## config.mk

```make
export PLATFORM = sky130hd
export DESIGN_NAME = sync_shift_port
export DESIGN_NICKNAME = d
export VERILOG_FILES = /design/src/rtl/ssr_pkg.sv /design/src/rtl/ssr_phase_timer.sv /design/src/rtl/ssr_shifter.sv /design/src/rtl/sync_shift_port.sv
export SDC_FILE = /design/constraint.sdc
export NUM_CORES = 1
export LEC_CHECK = 0
export ABC_AREA = 1
export ABC_CLOCK_PERIOD_IN_PS = 1500
export BUFFER_PORTS_ARGS = -buffer_cell sky130_fd_sc_hd__buf_2
export CELL_PAD_IN_SITES_DETAIL_PLACEMENT = 1
export CELL_PAD_IN_SITES_GLOBAL_PLACEMENT = 2
export CORE_MARGIN = 2
export CORE_UTILIZATION = 29
export DETAILED_ROUTE_END_ITERATION = 6
export GPL_TIMING_DRIVEN = 0
export PLACE_DENSITY_LB_ADDON = 0.1
export SLEW_MARGIN = 20
export SYNTH_ARGS = -nofsm -noshare
export SYNTH_HDL_FRONTEND = slang
export SYNTH_SLANG_ARGS = --single-unit
```

## constraint.sdc

```tcl
create_clock -name clk -period 1.5 [get_ports clk]
set_input_delay 0.075 -clock clk [delete_from_list [all_inputs] [get_ports clk]]
set_output_delay 0.075 -clock clk [all_outputs]
set_load 0.02 [all_outputs]
```

## src/rtl/ssr_pkg.sv

```systemverilog
package ssr_pkg;
    typedef enum logic [1:0] {
        ST_IDLE = 2'd0,
        ST_LOW  = 2'd1,
        ST_HIGH = 2'd2
    } ssr_state_e;
endpackage

```

## src/rtl/ssr_phase_timer.sv

```systemverilog
module ssr_phase_timer #(
    parameter int CW = 16
) (
    input  logic          clk,
    input  logic          rst_n,
    input  logic          load,
    input  logic [CW-1:0] load_val,
    output logic          expired
);
    logic [CW-1:0] cnt_q;

    always_ff @(posedge clk or negedge rst_n) begin
        if (!rst_n) begin
            cnt_q <= '0;
        end else if (load) begin
            cnt_q <= load_val;
        end else if (cnt_q != '0) begin
            cnt_q <= cnt_q - 1'b1;
        end
    end

    assign expired = (cnt_q == '0);

    // phase length comes from a steady down count
    a_r3_count_down: assert property (@(posedge clk) disable iff (!rst_n)
        (!load && cnt_q != '0) |=> (cnt_q == $past(cnt_q) - 1'b1));
endmodule

```

## src/rtl/ssr_shifter.sv

```systemverilog
module ssr_shifter #(
    parameter int W = 8
) (
    input  logic         clk,
    input  logic         rst_n,
    input  logic         load,
    input  logic [W-1:0] load_val,
    input  logic         shift_out,
    input  logic         shift_in,
    input  logic         in_bit,
    input  logic         capture,
    output logic         lsb,
    output logic [W-1:0] rx_data
);
    logic [W-1:0] sr_q;

    always_ff @(posedge clk or negedge rst_n) begin
        if (!rst_n) begin
            sr_q    <= '0;
            rx_data <= '0;
        end else begin
            if (load) begin
                sr_q <= load_val;
            end else if (shift_in) begin
                sr_q <= {in_bit, sr_q[W-1:1]};
            end else if (shift_out) begin
                sr_q <= {1'b0, sr_q[W-1:1]};
            end
            if (capture) begin
                rx_data <= sr_q;
            end
        end
    end

    assign lsb = sr_q[0];

    // received byte holds between completions
    a_r5_rx_hold: assert property (@(posedge clk) disable iff (!rst_n)
        !capture |=> $stable(rx_data));
endmodule

```

## src/rtl/sync_shift_port.sv

```systemverilog
module sync_shift_port
    import ssr_pkg::*;
#(
    parameter int DW = 8,
    parameter int BW = 16
) (
    input  logic          clk,
    input  logic          rst_n,
    input  logic [BW-1:0] baud,
    input  logic          start_tx,
    input  logic          start_rx,
    input  logic [DW-1:0] tx_byte,
    input  logic          data_i,
    output logic          sclk_o,
    output logic          data_o,
    output logic          data_oe,
    output logic          busy,
    output logic          done,
    output logic [DW-1:0] rx_data
);
    localparam int BITW = (DW > 1) ? $clog2(DW) : 1;
    localparam logic [BITW-1:0] LAST_BIT = BITW'(DW - 1);
    localparam logic [BW-1:0]   HIGH_LOAD = BW'(1);

    ssr_state_e state_q, state_d;
    logic [BITW-1:0] bit_q;
    logic            mode_tx_q;
    logic            done_q;

    logic [BW-2:0] div_n;
    logic [BW-2:0] low_n;
    logic [BW-1:0] low_load;
    logic          src_en;
    logic          accept;

    logic          tmr_load;
    logic [BW-1:0] tmr_val;
    logic          tmr_exp;
    logic          sh_load, sh_out, sh_in, sh_cap;
    logic          bit_inc, done_d;
    logic          sr_lsb;

    assign div_n    = baud[BW-2:0];
    assign low_n    = (div_n == '0) ? (BW-1)'(1) : div_n;
    assign low_load = {low_n, 1'b0} - 1'b1;
    assign src_en   = baud[BW-1];
    assign accept   = (state_q == ST_IDLE) && src_en && (start_tx || start_rx);

    always_comb begin
        state_d  = state_q;
        tmr_load = 1'b0;
        tmr_val  = low_load;
        sh_load  = 1'b0;
        sh_out   = 1'b0;
        sh_in    = 1'b0;
        sh_cap   = 1'b0;
        bit_inc  = 1'b0;
        done_d   = 1'b0;
        unique case (state_q)
            ST_IDLE: begin
                if (accept) begin
                    state_d  = ST_LOW;
                    tmr_load = 1'b1;
                    sh_load  = start_tx;
                end
            end
            ST_LOW: begin
                if (tmr_exp) begin
                    state_d  = ST_HIGH;
                    tmr_load = 1'b1;
                    tmr_val  = HIGH_LOAD;
                    sh_in    = !mode_tx_q;
                end
            end
            ST_HIGH: begin
                if (tmr_exp) begin
                    if (bit_q == LAST_BIT) begin
                        state_d = ST_IDLE;
                        sh_cap  = !mode_tx_q;
                        done_d  = 1'b1;
                    end else begin
                        state_d  = ST_LOW;
                        tmr_load = 1'b1;
                        sh_out   = mode_tx_q;
                        bit_inc  = 1'b1;
                    end
                end
            end
            default: state_d = ST_IDLE;
        endcase
    end

    always_ff @(posedge clk or negedge rst_n) begin
        if (!rst_n) begin
            state_q   <= ST_IDLE;
            bit_q     <= '0;
            mode_tx_q <= 1'b0;
            done_q    <= 1'b0;
        end else begin
            state_q <= state_d;
            done_q  <= done_d;
            if (accept) begin
                bit_q     <= '0;
                mode_tx_q <= start_tx;
            end else if (bit_inc) begin
                bit_q <= bit_q + 1'b1;
            end
        end
    end

    always_comb begin
        sclk_o  = (state_q != ST_LOW);
        busy    = (state_q != ST_IDLE);
        data_oe = busy && mode_tx_q;
        data_o  = sr_lsb;
        done    = done_q;
    end

    ssr_phase_timer #(.CW(BW)) u_timer (
        .clk      (clk),
        .rst_n    (rst_n),
        .load     (tmr_load),
        .load_val (tmr_val),
        .expired  (tmr_exp)
    );

    ssr_shifter #(.W(DW)) u_shift (
        .clk       (clk),
        .rst_n     (rst_n),
        .load      (sh_load),
        .load_val  (tx_byte),
        .shift_out (sh_out),
        .shift_in  (sh_in),
        .in_bit    (data_i),
        .capture   (sh_cap),
        .lsb       (sr_lsb),
        .rx_data   (rx_data)
    );

    // clock idles high
    a_r1_idle_high: assert property (@(posedge clk) disable iff (!rst_n)
        !busy |-> sclk_o);
    // outgoing bit steady while clock stays high
    a_r4_data_stable: assert property (@(posedge clk) disable iff (!rst_n)
        (busy && $past(busy) && data_oe && sclk_o && $past(sclk_o)) |-> $stable(data_o));
    // single-cycle completion, only when idle
    a_r6_done_pulse: assert property (@(posedge clk) disable iff (!rst_n)
        done |=> !done);
    a_r6_done_idle: assert property (@(posedge clk) disable iff (!rst_n)
        done |-> !busy);
    // line released when idle
    a_r7_release: assert property (@(posedge clk) disable iff (!rst_n)
        !busy |-> !data_oe);
    // direction fixed for the whole transfer
    a_r8_mode_locked: assert property (@(posedge clk) disable iff (!rst_n)
        (busy && $past(busy)) |-> $stable(data_oe));
    // disabled source blocks every command
    a_r9_disabled: assert property (@(posedge clk) disable iff (!rst_n)
        (!busy && !baud[BW-1]) |=> !busy);
endmodule

```

======== Word level (Yosys, flattened, before mapping) ========
Cells that the tools add are included.
storage, ports and cells
  word-level logic and storage cells ...... 65
  output and inout bits ................... 13
  bits in registers ....................... 39
  input bits .............................. 29
operators by class
  add/sub/neg operators ................... 3
  reduce and logical (&&, ||, !) cells .... 14
  multiplexer cells ....................... 34
  equal/unequal tests ..................... 7
operators with widths
  operator               count
  $mux 16                4
  $sub 16x1->16 const B  2
  $mux 8                 3
  $mux 1                 19
  $logic_not 16->1       1
  $reduce_bool 16->1     1
  $logic_not 15->1       1
  $mux 15                1
  $mux 2                 3
  $mux 3                 2
  $ne 2x2->1 const B     3
  $pmux 2 s3             1
  $reduce_bool 2->1      3
  $add 3x1->3 const B    1
  $eq 3x3->1 const B     1
  $logic_and 1x1->1      3
  $pmux 1 s3             1
  $reduce_and 3->1       1
  $reduce_bool 3->1      1
  $eq 2x1->1 const B     1
  $eq 2x2->1 const B     1
  $logic_not 2->1        1
  $ne 2x1->1 const B     1
  $logic_not 1->1        1
  $logic_or 1x1->1       1

======== Longest topological paths before layout ========
  depth in word-level cells ............... 7
  gate-level depth with buffers ........... 13
  depth with buffers taken out ............ 13

======== Cells and area by module ========
From an unflattened synthesis, not the netlist that was laid out.
second synthesis, totals
  cell total of the unflattened synthesis .. 386
  area, all modules ....................... 2,718.9 um^2
by module, submodules not included
  module           instances  area each (um^2)  cells each  seq. area each (um^2)
  ssr_phase_timer  1          1,184.9           167         400.4
  sync_shift_port  1          784.5             124         175.2
  ssr_shifter      1          749.5             95          400.4

======== Worst setup path before layout ========
OpenSTA, ideal clock, no wires.
  path kind ............................... register to register
  from .................................... register u_timer.cnt_q[0]
  to ...................................... register u_shift.rx_data[2]
  path buffers ............................ 2
  arrival time ............................ 1.556 ns
  library setup time ...................... 0.117 ns
  cell stages (with the launch flop) ...... 11
  required time ........................... 1.383 ns
  period minus slack after synthesis ...... 1.673 ns
  setup slack ............................. -0.173 ns
  path through ............................ dfrtp_1 inv_1 ha_1 nand2_4 nor2_4 and2_4 buf_8 nand4_4 buf_6 nand2_2 o21ai_2
on the way
  longest elaborated chain between the ends .. 3
ends and longest elaborated chain
  what                    line                   source
  from (decl)             ssr_phase_timer.sv:10  logic [CW-1:0] cnt_q;
  from (signal assigned)  ssr_phase_timer.sv:16  cnt_q <= load_val;
  from (signal assigned)  ssr_phase_timer.sv:18  cnt_q <= cnt_q - 1'b1;
  $logic_not 16->1        ssr_phase_timer.sv:22  assign expired = (cnt_q == '0);
  $mux 1                  sync_shift_port.sv:76  if (tmr_exp) begin
  $mux 1                  sync_shift_port.sv:59  unique case (state_q)
  to (signal assigned)    ssr_shifter.sv:30      rx_data <= sr_q;
  to (decl)               ssr_shifter.sv:13      output logic [W-1:0] rx_data
Every way passes these cells.
A chain may end at the register's enable or synchronous reset.

======== Final worst setup path ========
  from .................................... register u_timer.cnt_q[6]
  to ...................................... register u_shift.sr_q[1]
on the way
  longest elaborated chain between the ends .. 5
ends and longest elaborated chain
  what                  line                   source
  $logic_not 16->1 (*)  ssr_phase_timer.sv:22
  $mux 1                sync_shift_port.sv:68  if (tmr_exp) begin
  $mux 1                sync_shift_port.sv:59
  $mux 8                ssr_shifter.sv:24      end else if (shift_in) begin
  $mux 8                ssr_shifter.sv:22      if (load) begin
  to (signal assigned)  ssr_shifter.sv:23      sr_q <= load_val;
  to (signal assigned)  ssr_shifter.sv:25      sr_q <= {in_bit, sr_q[W-1:1]};
  to (signal assigned)  ssr_shifter.sv:27      sr_q <= {1'b0, sr_q[W-1:1]};
  to (decl)             ssr_shifter.sv:15      logic [W-1:0] sr_q;
Every way passes the cells marked *; elsewhere a longest branch is shown, timed or not.

==> results.md <==
- Outcome: complete, but fails checks
- Failing checks: negative setup slack
- Pwr dens: around 1100 mW/mm²
- Initial Utilization: 29.7%
- Max-cap check violation count: 0
- Most frequent cells in the layout: nand2_1 (69), buf_2 (41), dfrtp_1 (39)
- RSZ-0062 raised after global routing: true
- Fill cells: 1068
- Nets: between 400 and 500
- Crit path DAT: 1910 ps
- Worst R2R Start: u_timer.cnt_q[6]$_DFFE_PN0P_
- Share of layout cells above drive strength 1: roughly 41%
- Synth-to-Final Area Change: 44.6%
- FF-to-FF path depth: 9
- Final setup skew: 8.21 ps
- CTS tree: yes
- Clk sinks: 39
- H-tree levels: 2
- Post-Syn Area: 0.00256 mm²
- Hold endpoint: u_shift.sr_q[7]$_DFFE_PN0P_
- Pre-Repair DR Iteration Count: 4
- Number of global-route vias before repair: 2607
- Critical path launch point type: flip-flop
- Hold path depth: 3
- Reg2Reg Setup Slack: -180 ps
- Die X: roughly 98 µm
- Post-Syn Nets: ~380
- Most common cell after layout, fill and taps aside: nand2_1
- Remaining antenna violation count: 0
- Detailed-route via count: 2469
- Total power: ~4 mW
- Synth area leaders: dfrtp_1 (38%), nand2_1 (12%), nor2_1 (7.5%)
- Setup TNS: -4290 ps
- Core footprint: ~0.0086 mm²
- Final period utilization: 112%
- Mean Syn Cell Area: 7.49 µm²
- Fin crit period: between 1500 and 2000 ps
- WL/cell: 14.5 µm
- Hold_sp: tx_byte[7]
- First-pass GRT wire length: roughly 13000 µm
- IO Pins: 42
- Final setup violation count: 35
- Max-slew violations: 0
- Final HPWL from detailed placement: between 5000 and 6000 µm
- Clk buf depth: 2
- Critical Path End Type: flip-flop
- Clock-pin transition on the worst setup and hold timing paths: 80 ps
- Root Driver: clkbuf_8
- Crit Path Class: reg -> reg
- Fmax: approximately 0.60 GHz
- Fin util: around 43%
- GRT Util Overall: around 17%
- Routed wire length: between 7000 and 8000 µm
- Final setup margin: -175 ps
- Max-slew headroom: 40.1%
- Port bufs: between 40 and 50
- Leak: 1.83 nW
- Ant. Diodes: 0
- Drt first-iter violations: 43
- Die Area: about 0.0096 mm²
- DRC violations left: 0
- Top fanout value on the critical path: 8
- Actual slew at the worst max-slew pin: around 900 ps
- Peak supply drop: between 0.4 and 0.5 mV
- Gpl congestion: roughly 0.75
- Initial antenna violation count: 0
- Avg Vias per Cell: 4.56
- Worst-Skew Late Latency: 290 ps
- Hold Vio Cnt, Final: 0
- TritonCTS Buffers: 5
- Post-synth top area share: a little under two fifths
- Sequential share of the synthesized area: a little under two fifths
- R2R Path End: u_shift.sr_q[1]$_DFFE_PN0P_
- Mapped Cells: approximately 340
- Rows: 34
- Pin count of the biggest net entering global routing: 40
- Distinct cells, synth: 33
- Die extent in y: 98 µm
- Congestion Overflow GR: 0
- Worst path required time: ~1700 ps
- Yosys warns: 0
- Yosys top cell by area: dfrtp_1
- HP Class: in -> reg
- Yosys reg bits: 39
[per-layer routing]
metal / global-route usage (%) / share of wire (%) / vias up
li1: - / - / 1267
met1: 23.7 / 48 / 1167
met2: 27.6 / 48 / 30
met3: 2.65 / 2.6 / 5
met4: 4.17 / 1.0 / 0
met5: 0 / 0 / -
[synth_stat cells, drive strengths merged]
library cell   n
dfrtp         39
o21bai         1
nand2         90
nand3b         1
buf            5
nand4         14
nor4           1
xnor2          6
nor3           6
nand3         17
xor2          14
ha             4
a21oi         16
clkbuf         1
inv           45
and2           1
or2            1
o21ai         21
nor2          58
o211ai         1
[cells by family (layout without fill, tap and decap cells)]
family / after synthesis / after routing / share of synthesized area (%)
and+or+nand+nor: 189 / 189 / 35.5
AOI/OAI and AO/OA: 39 / 39 / 8.84
DFF: 39 / 39 / 38.1
xor gates and xnor gates: 20 / 20 / 6.84
buffers and inverters: 51 / 142 / 8.79
adders and majority gates: 4 / 4 / 1.95
[power breakdown]
group	switching (mW)	internal, mW	leakage, nW
combinational	0.782	0.748	1.31
sequential	0.190	1.24	0.455
clock	0.376	0.665	0.0654
[sequential cells by signal, indices dropped and copies added (netlist names)]
register / cells
mode_tx_q: 1
bit_q: 3
u_shift.rx_data: 8
done: 1
u_timer.cnt_q: 16
u_shift.sr_q: 8
state_q: 2
[layout make-up]
type / instances / area, µm² / share of cell area (%)
Buffer: 5 / 65.1 / 1.76
Clock buffer: 6 / 72.6 / 1.96
Clock inverter: 2 / 60.1 / 1.62
Inverter: 45 / 183 / 4.93
Multi-Input combinational cell: 252 / 1630 / 43.9
Sequential cell: 39 / 976 / 26.3
Tap cell: 108 / 135 / 3.65
Timing Repair Buffer: 84 / 588 / 15.9
[stage by stage]
step | cells | hold WS [ps] | area [µm²] | setup slack (ps)
after floorplan | 342 | -221 | 2620 | -36.5
after global placement | 491 | 271 | 2960 | -642
after detailed placement | 491 | 269 | 2960 | -611
after CTS | 534 | 0.820 | 3520 | -128
after global routing | 541 | 8.85 | 3700 | -305
final | 541 | 10.1 | 3700 | -175
[critical path: stages (launching register included)]
cell and delay [ps]:
dfrtp_1 420, nor2_2 160, nand2_1 140, inv_2 110, nand4_1 190, nor2_4 190, nand2_4 110, nand3_4 140
o21ai_1 90, nand2_1 60
[worst max path at each step]
stage	end	slack [ps]	from
floorplan	u_shift.rx_data[2]$_DFFE_PN0P_	-40	u_timer.cnt_q[1]$_DFFE_PN0P_
global placement	u_timer.cnt_q[15]$_DFFE_PN0P_	-640	baud[6]
detailed placement	u_timer.cnt_q[15]$_DFFE_PN0P_	-610	baud[6]
CTS	u_shift.sr_q[2]$_DFFE_PN0P_	-130	u_timer.cnt_q[0]$_DFFE_PN0P_
global route	u_shift.sr_q[6]$_DFFE_PN0P_	-310	u_timer.cnt_q[6]$_DFFE_PN0P_
finish	u_shift.sr_q[1]$_DFFE_PN0P_	-180	u_timer.cnt_q[6]$_DFFE_PN0P_
[repair_timing]
action                                  in CTS  in global routing
hold buffers                                 1                  0
gates cloned                                 2                  1
buffers inserted                            33                  8
endpoints found under the setup margin      34                 39
gates resized for setup                     48                 37
pin swaps                                   23                 12
endpoints found under the hold margin       39                  0
(Power assumes the default switching activity.)
